`config.mk`:
```
export PLATFORM = sky130hd
export DESIGN_NAME = csla_shared
export DESIGN_NICKNAME = d
export VERILOG_FILES = /design/src/rtl/csla_pkg.sv /design/src/rtl/csla_halfsum.sv /design/src/rtl/csla_chain.sv /design/src/rtl/csla_select.sv /design/src/rtl/csla_sumxor.sv /design/src/rtl/csla_shared.sv
export SDC_FILE = /design/constraint.sdc
export NUM_CORES = 1
export LEC_CHECK = 0
export ABC_AREA = 0
export ABC_CLOCK_PERIOD_IN_PS = 5800
export BUFFER_PORTS_ARGS = -buffer_cell sky130_fd_sc_hd__buf_4
export CAP_MARGIN = 20
export CELL_PAD_IN_SITES_DETAIL_PLACEMENT = 1
export CELL_PAD_IN_SITES_GLOBAL_PLACEMENT = 2
export CORE_AREA = 2 2 121 123
export DETAILED_ROUTE_END_ITERATION = 10
export DIE_AREA = 0 0 123 125
export GPL_TIMING_DRIVEN = 0
export PLACE_DENSITY_LB_ADDON = 0.1
export SETUP_SLACK_MARGIN = 0.1
export SYNTH_ARGS = -nofsm -noshare
export SYNTH_HDL_FRONTEND = slang
export SYNTH_SLANG_ARGS = --single-unit
```
`constraint.sdc`:
```
create_clock -name vclk -period 5.8
set_input_delay 0.87 -clock vclk [all_inputs]
set_output_delay 0.87 -clock vclk [all_outputs]
set_load 0.005 [all_outputs]
```
`src/rtl/csla_pkg.sv`:
```
package csla_pkg;

    typedef enum logic {
        CARRY_ASSUME_ZERO = 1'b0,
        CARRY_ASSUME_ONE  = 1'b1
    } carry_assume_e;

endpackage

```
`src/rtl/csla_halfsum.sv`:
```
module csla_halfsum #(
    parameter int N = 64
) (
    input  logic [N-1:0] a_i,
    input  logic [N-1:0] b_i,
    output logic [N-1:0] prop_o,
    output logic [N-1:0] gen_o
);
    for (genvar i = 0; i < N; i++) begin : g_bit
        assign prop_o[i] = a_i[i] ^ b_i[i];
        assign gen_o[i]  = a_i[i] & b_i[i];
    end
endmodule

```
`src/rtl/csla_chain.sv`:
```
module csla_chain
    import csla_pkg::*;
#(
    parameter int            N      = 64,
    parameter carry_assume_e ASSUME = CARRY_ASSUME_ZERO
) (
    input  logic [N-1:0] prop_i,
    input  logic [N-1:0] gen_i,
    output logic [N-1:0] carry_o
);
    // Bit 0 is the only place where the assumed carry-in matters.
    if (ASSUME == CARRY_ASSUME_ONE) begin : g_base_one
        assign carry_o[0] = gen_i[0] | prop_i[0];
    end else begin : g_base_zero
        assign carry_o[0] = gen_i[0];
    end

    for (genvar i = 1; i < N; i++) begin : g_ripple
        assign carry_o[i] = gen_i[i] | (prop_i[i] & carry_o[i-1]);
    end
endmodule

```
`src/rtl/csla_select.sv`:
```
module csla_select #(
    parameter int N = 64
) (
    input  logic [N-1:0] carry0_i,
    input  logic [N-1:0] carry1_i,
    input  logic         cin_i,
    output logic [N-1:0] carry_o
);
    // carry1 covers carry0, so AND-OR replaces a multiplexer.
    for (genvar i = 0; i < N; i++) begin : g_bit
        assign carry_o[i] = carry0_i[i] | (cin_i & carry1_i[i]);
    end
endmodule

```
`src/rtl/csla_sumxor.sv`:
```
module csla_sumxor #(
    parameter int N = 64
) (
    input  logic [N-1:0] prop_i,
    input  logic [N-2:0] carry_low_i,
    input  logic         cin_i,
    output logic [N-1:0] sum_o
);
    assign sum_o[0] = prop_i[0] ^ cin_i;
    for (genvar i = 1; i < N; i++) begin : g_bit
        assign sum_o[i] = prop_i[i] ^ carry_low_i[i-1];
    end
endmodule

```
`src/rtl/csla_shared.sv`:
```
module csla_shared
    import csla_pkg::*;
#(
    parameter int N = 64
) (
    input  logic [N-1:0] a_i,
    input  logic [N-1:0] b_i,
    input  logic         cin_i,
    output logic [N-1:0] sum_o,
    output logic         cout_o
);
    localparam int MSB = N - 1;

    logic [N-1:0] prop_d;
    logic [N-1:0] gen_d;
    logic [N-1:0] carry0_d;
    logic [N-1:0] carry1_d;
    logic [N-1:0] csel_d;

    csla_halfsum #(.N(N)) u_halfsum (
        .a_i   (a_i),
        .b_i   (b_i),
        .prop_o(prop_d),
        .gen_o (gen_d)
    );

    csla_chain #(.N(N), .ASSUME(CARRY_ASSUME_ZERO)) u_chain0 (
        .prop_i (prop_d),
        .gen_i  (gen_d),
        .carry_o(carry0_d)
    );

    csla_chain #(.N(N), .ASSUME(CARRY_ASSUME_ONE)) u_chain1 (
        .prop_i (prop_d),
        .gen_i  (gen_d),
        .carry_o(carry1_d)
    );

    csla_select #(.N(N)) u_select (
        .carry0_i(carry0_d),
        .carry1_i(carry1_d),
        .cin_i   (cin_i),
        .carry_o (csel_d)
    );

    csla_sumxor #(.N(N)) u_sumxor (
        .prop_i     (prop_d),
        .carry_low_i(csel_d[MSB-1:0]),
        .cin_i      (cin_i),
        .sum_o      (sum_o)
    );

    assign cout_o = csel_d[MSB];
endmodule

```
==> Word level (Yosys, flattened, before mapping) <==
Cells that the tools add are included.
{ "word_totals": {"regBits": 0, "latchBits": 0, "ram_bits": 0, "romBits": 0, "in_bits": 129, "out_inout_bits": 65, "wordCells": 573, "mem_count": 0} }
{ "classes": {"n_addsub": 0, "n_mul": 0, "n_div": 0, "order_cmp": 0, "eq_ne": 0, "shift": 0, "muxes": 0, "n_bitwise": 573, "n_reduce_logical": 0} }
{ "op_table": {"columns": ["operator", "n"], "rows": [
  ["1-bit bitwise AND", 254],
  ["1-bit bitwise OR", 191],
  ["1-bit XOR", 128]
]} }

==> Depth between registers and ports, before layout <==
{ "depth": {"ltp_word": 130, "depth_mapped": 12} }

==> Cells and area by module <==
A second synthesis with hierarchy kept.
{ "unflattened": {"hier_cells": 568, "hier_area_um2": 4506.8} }
{ "modules_own_cells": {"columns": ["module", "n_inst", "cells_each", "area_each_um2", "seq_area_each_um2"], "rows": [
  ["csla_chain at u_chain1", 1, 189, 1276.2, 0.0],
  ["csla_chain at u_chain0", 1, 180, 1252.5, 0.0],
  ["csla_halfsum", 1, 64, 800.8, 0.0],
  ["csla_select", 1, 71, 616.8, 0.0],
  ["csla_sumxor", 1, 64, 560.5, 0.0]
]} }

==> Worst setup path after synthesis <==
OpenSTA, ideal clock, no wires.
{ "synth_timing": {"path_type": "input to output", "from": "in a_i[43]", "to": "out cout_o", "t_arrival_ns": 3.503, "t_required_ns": 4.930, "path_slack_ns": 1.427, "stages": 11, "path_buffers": 0, "cell_sequence": "ha_1 -> a21o_1 -> or4_4 -> a2111oi_2 -> a21oi_1 -> nor4_4 -> o21ai_2 -> a2111oi_4 -> a21oi_2 -> a41o_1 -> or2_1"} }
{ "synth_between": {"elab_chain_cells": 45, "elab_cells_between_ends": 88, "classes_between": "bitwise (88)"} }
{ "synth_rtl": {"columns": ["element", "line", "source"], "rows": [
  ["start: declaration", "csla_shared.sv:6", "input logic [N-1:0] a_i,"],
  ["1-bit XOR", "csla_halfsum.sv:10", "assign prop_o[i] = a_i[i] ^ b_i[i];"],
  ["1-bit bitwise AND", "csla_chain.sv:19", "assign carry_o[i] = gen_i[i] | (prop_i[i] & carry_o[i-1]);"],
  ["1-bit bitwise OR", "csla_chain.sv:19", null],
  ["1-bit bitwise AND", "csla_chain.sv:19", null],
  ["1-bit bitwise OR", "csla_chain.sv:19", null],
  ["1-bit bitwise AND", "csla_chain.sv:19", null],
  ["1-bit bitwise OR", "csla_chain.sv:19", null],
  ["1-bit bitwise AND", "csla_chain.sv:19", null],
  ["(+29 left out)", null, null],
  ["1-bit bitwise AND", "csla_chain.sv:19", null],
  ["1-bit bitwise OR", "csla_chain.sv:19", null],
  ["1-bit bitwise AND", "csla_chain.sv:19", null],
  ["1-bit bitwise OR", "csla_chain.sv:19", null],
  ["1-bit bitwise AND", "csla_chain.sv:19", null],
  ["1-bit bitwise OR", "csla_chain.sv:19", null],
  ["1-bit bitwise AND", "csla_select.sv:11", "assign carry_o[i] = carry0_i[i] | (cin_i & carry1_i[i]);"],
  ["1-bit bitwise OR *", "csla_select.sv:11", null],
  ["end: declaration", "csla_shared.sv:10", "output logic cout_o"]
]} }
Every way passes the cells marked *; elsewhere a longest branch is shown, timed or not.

==> Worst setup path after layout <==
{ "layout_timing": {"from": "in a_i[18]", "to": "out sum_o[59]"} }
{ "layout_between": {"elab_chain_cells": 86, "elab_cells_between_ends": 169, "classes_between": "bitwise (169)"} }
{ "layout_rtl": {"columns": ["element", "line", "source"], "rows": [
  ["1-bit XOR", "csla_halfsum.sv:10", null],
  ["1-bit bitwise AND", "csla_chain.sv:19", null],
  ["1-bit bitwise OR", "csla_chain.sv:19", null],
  ["1-bit bitwise AND", "csla_chain.sv:19", null],
  ["1-bit bitwise OR", "csla_chain.sv:19", null],
  ["1-bit bitwise AND", "csla_chain.sv:19", null],
  ["1-bit bitwise OR", "csla_chain.sv:19", null],
  ["1-bit bitwise AND", "csla_chain.sv:19", null],
  ["(+70 left out)", null, null],
  ["1-bit bitwise OR", "csla_chain.sv:19", null],
  ["1-bit bitwise AND", "csla_chain.sv:19", null],
  ["1-bit bitwise OR", "csla_chain.sv:19", null],
  ["1-bit bitwise AND", "csla_chain.sv:19", null],
  ["1-bit bitwise OR", "csla_chain.sv:19", null],
  ["1-bit bitwise AND", "csla_select.sv:11", null],
  ["1-bit bitwise OR *", "csla_select.sv:11", null],
  ["1-bit XOR *", "csla_sumxor.sv:11", "assign sum_o[i] = prop_i[i] ^ carry_low_i[i-1];"],
  ["end: declaration", "csla_shared.sv:9", "output logic [N-1:0] sum_o,"]
]} }
Marked as above.

==> results by group <==
Run status
  – Status: complete, no violations

Detailed routing
  – Drc violations: 0
  – Routed vias: 4,431
  – Routed Antenna Nets: 0
  – WL final: 13,200 um
  – Drt initial violations: 151
  – Avg WL per Cell: 15.1 um
  – DR pass1 iterations: 4
  – Vias/cell: 5.08

Critical path
  – Crit path launch type: primary input
  – Worst path required time: 4.93 ns
  – Slowest CP cell: o31ai_1
  – Crit path kind: primary input to primary output
  – Crit-path max cell delay: 0.50 ns
  – Worst Path Arrival: 4.42 ns
  – Crit-path cells: buf_4 > ha_1 > and2_2 > o211ai_1 > or3_1 > a21oi_1 > o211ai_1 > a21oi_1 > nor2_1 > o31ai_1 > a31oi_1 > xnor2_1 > buf_4
  – Worst path depth: 13
  – Crit. End Element: primary output
  – Crit-path leading delay family: compound AO/OA/AOI/OAI gates
  – Crit path max fanout: 6
  – Critical path buffer and inverter count: 2

Synth
  – Simple-gate portion of the synthesized area: 22.4%
  – YS warnings: 0
  – Synthesized instance count: 494
  – Sequential share of the synthesized area: 0%
  – Mapped Avg Cell Area: 7.04 sq um
  – Post-synthesis cell type count: 60
  – Largest family of logic cells by synthesized area: compound AO/OA/AOI/OAI gates
  – Post-Syn Area: 0.00348 sq mm
  – Mux share of post-synthesis cell area: 0%
  – Adder-cell share of the synthesized area: 24.0%
  – Mapped Nets: 689
  – Post-Synth XOR/XNOR Area: 13.1%
  – Complex-gate fraction of the synthesized area: 37.3%

Die
  – Die ar.: 0.0154 sq mm
  – Cell Rows: 44
  – Number of top-level pins: 194
  – Core box area: 0.0142 sq mm
  – Die height: 125 um
  – Die width: 123 um
  – Initial Util: 24.5%

Hold path
  – Hold Path Stages: 3
  – Hold Crit Class: primary input to primary output

Global route
  – Largest net degree at the start of global routing: 11
  – Total GRT Usage: 16.5%
  – Vias in the first global route: 4,627
  – Total gr overflow: 0
  – Antenna violations before repair: 0
  – First-pass GRT wire length: 21,800 um

Layout
  – ANT cells: 0
  – Seq Cell Count: 0
  – Reg area: 0 sq um
  – Clkbuf count: 0
  – Share of cells above drive strength 1: 30.6%
  – Layout Nets: 886
  – Area growth from synthesis to layout: 48.8%

Power and ir drop
  – P per Cell Area: 131 mW/mm^2
  – Power, Total: 0.000681 W
  – Leakage: 2.50 nW
  – Worst vdd ir: 0.0424 mV

Clocking
  – Hold-fix buffers, CTS: 0
  – Setup repair bufs after CTS: 0
  – Post-CTS sizing: 0

Timing
  – RSZ-0062 raised after global routing: no
  – Setup TNS: 0 ns
  – Pins Over Slew Limit: 0
  – Slew HR: 39.1%
  – Measured slew at the worst slew-check pin: 0.890 ns
  – Fmax: 189 MHz
  – Final worst path period share: 91.2%
  – Final Hold Fails: 0
  – Post-layout min period: 5.29 ns
  – Setup-failing EPs final: 0

Run
  – Max-cap violations: 0

Placement
  – Gpl congestion: 0.756
  – Port bufs: 194
  – DP Wirelength: 11,600 um
==> kinds of logic after synthesis <==
kind of cell / Yosys count
AOI/OAI and AO/OA: 189
buffers and inverters: 30
and+or+nand+nor: 157
adders and majority gates: 66
xor gates and xnor gates: 52
==> through the flow <==
step           std cells  instance area [sq um]  setup slack [ns]  util [%]  hold slack [ns]
2_1_floorplan        494                   3480              1.43         -             1.89
3_3_place_gp         872                   5160             0.604      36.4             2.10
3_5_place_dp         872                   5160             0.553      36.4             2.13
4_1_cts              872                   5160             0.542      36.4             2.12
5_1_grt              873                   5180             0.298      36.5             2.14
6_report             873                   5180             0.508      36.5             2.12
==> layer usage <==
metal	up-vias	wire [um]	GRT usage, %	part of all wire [%]
li1	2268	-	-	-
met1	2048	6400	23.5	49
met2	113	6020	28.3	46
met3	2	713	1.28	5.4
met4	0	46	0.602	0.35
met5	-	0	0	0
==> cell usage in the layout (no fill, tap or decap), types with 4 or more instances in the layout <==
master	count
inv_1	20
nand2b_1	9
or3_1	6
ha_1	65
and2_1	5
a31oi_1	9
nor2_1	47
o21a_1	13
a2111oi_0	6
nand2_1	32
o21bai_1	5
nand3_1	16
a21oi_1	55
a21o_1	19
o211ai_1	9
a211oi_1	6
o21ai_0	26
nor3_1	15
buf_4	194
nor2b_1	4
xnor2_1	34
clkbuf_1	10
xor2_1	18
==> cell usage after synthesis, types with 6 or more instances <==
cell type	count	area share (%)
xnor2_1	34	8.6
a211oi_1	6	1.3
nor3_1	15	2.2
nand2b_1	9	1.6
clkbuf_1	10	1.1
a21oi_1	55	7.9
a31oi_1	9	1.6
nand2_1	32	3.5
ha_1	65	23
xor2_1	18	4.5
a21o_1	19	4.1
inv_1	20	2.2
nor2_1	47	5.1
o21ai_0	26	3.7
o211ai_1	9	1.9
a2111oi_0	6	1.5
nand3_1	16	2.3
or3_1	6	1.1
o21a_1	13	2.8
==> where the power goes <==
group	leakage [nW]	switching, W	total, W	internal [W]
Combinational	2.50	0.000323	0.000681	0.000358
Clock	0	0	0	0
Sequential	0	0	0	0
Total	2.50	0.000323	0.000681	0.000358
==> worst paths after layout <==
check / from / end / slack [ns]
max: a_i[18] / sum_o[59] / 0.51
min: b_i[0] / sum_o[0] / 2.12
==> cell type report <==
type	count	area, sq um
Tap cell	184	230
Fill cell	1788	9030
Timing Repair Buffer	195	1470
Inverter	20	75.1
Buffer	10	37.5
Multi-Input combinational cell	464	3370
==> worst min-delay path, cell delays in order <==
cell and delay, ns:
buf_4 0.10, fa_1 0.16, buf_4 0.12
Power figures use the tool's default switching activity.
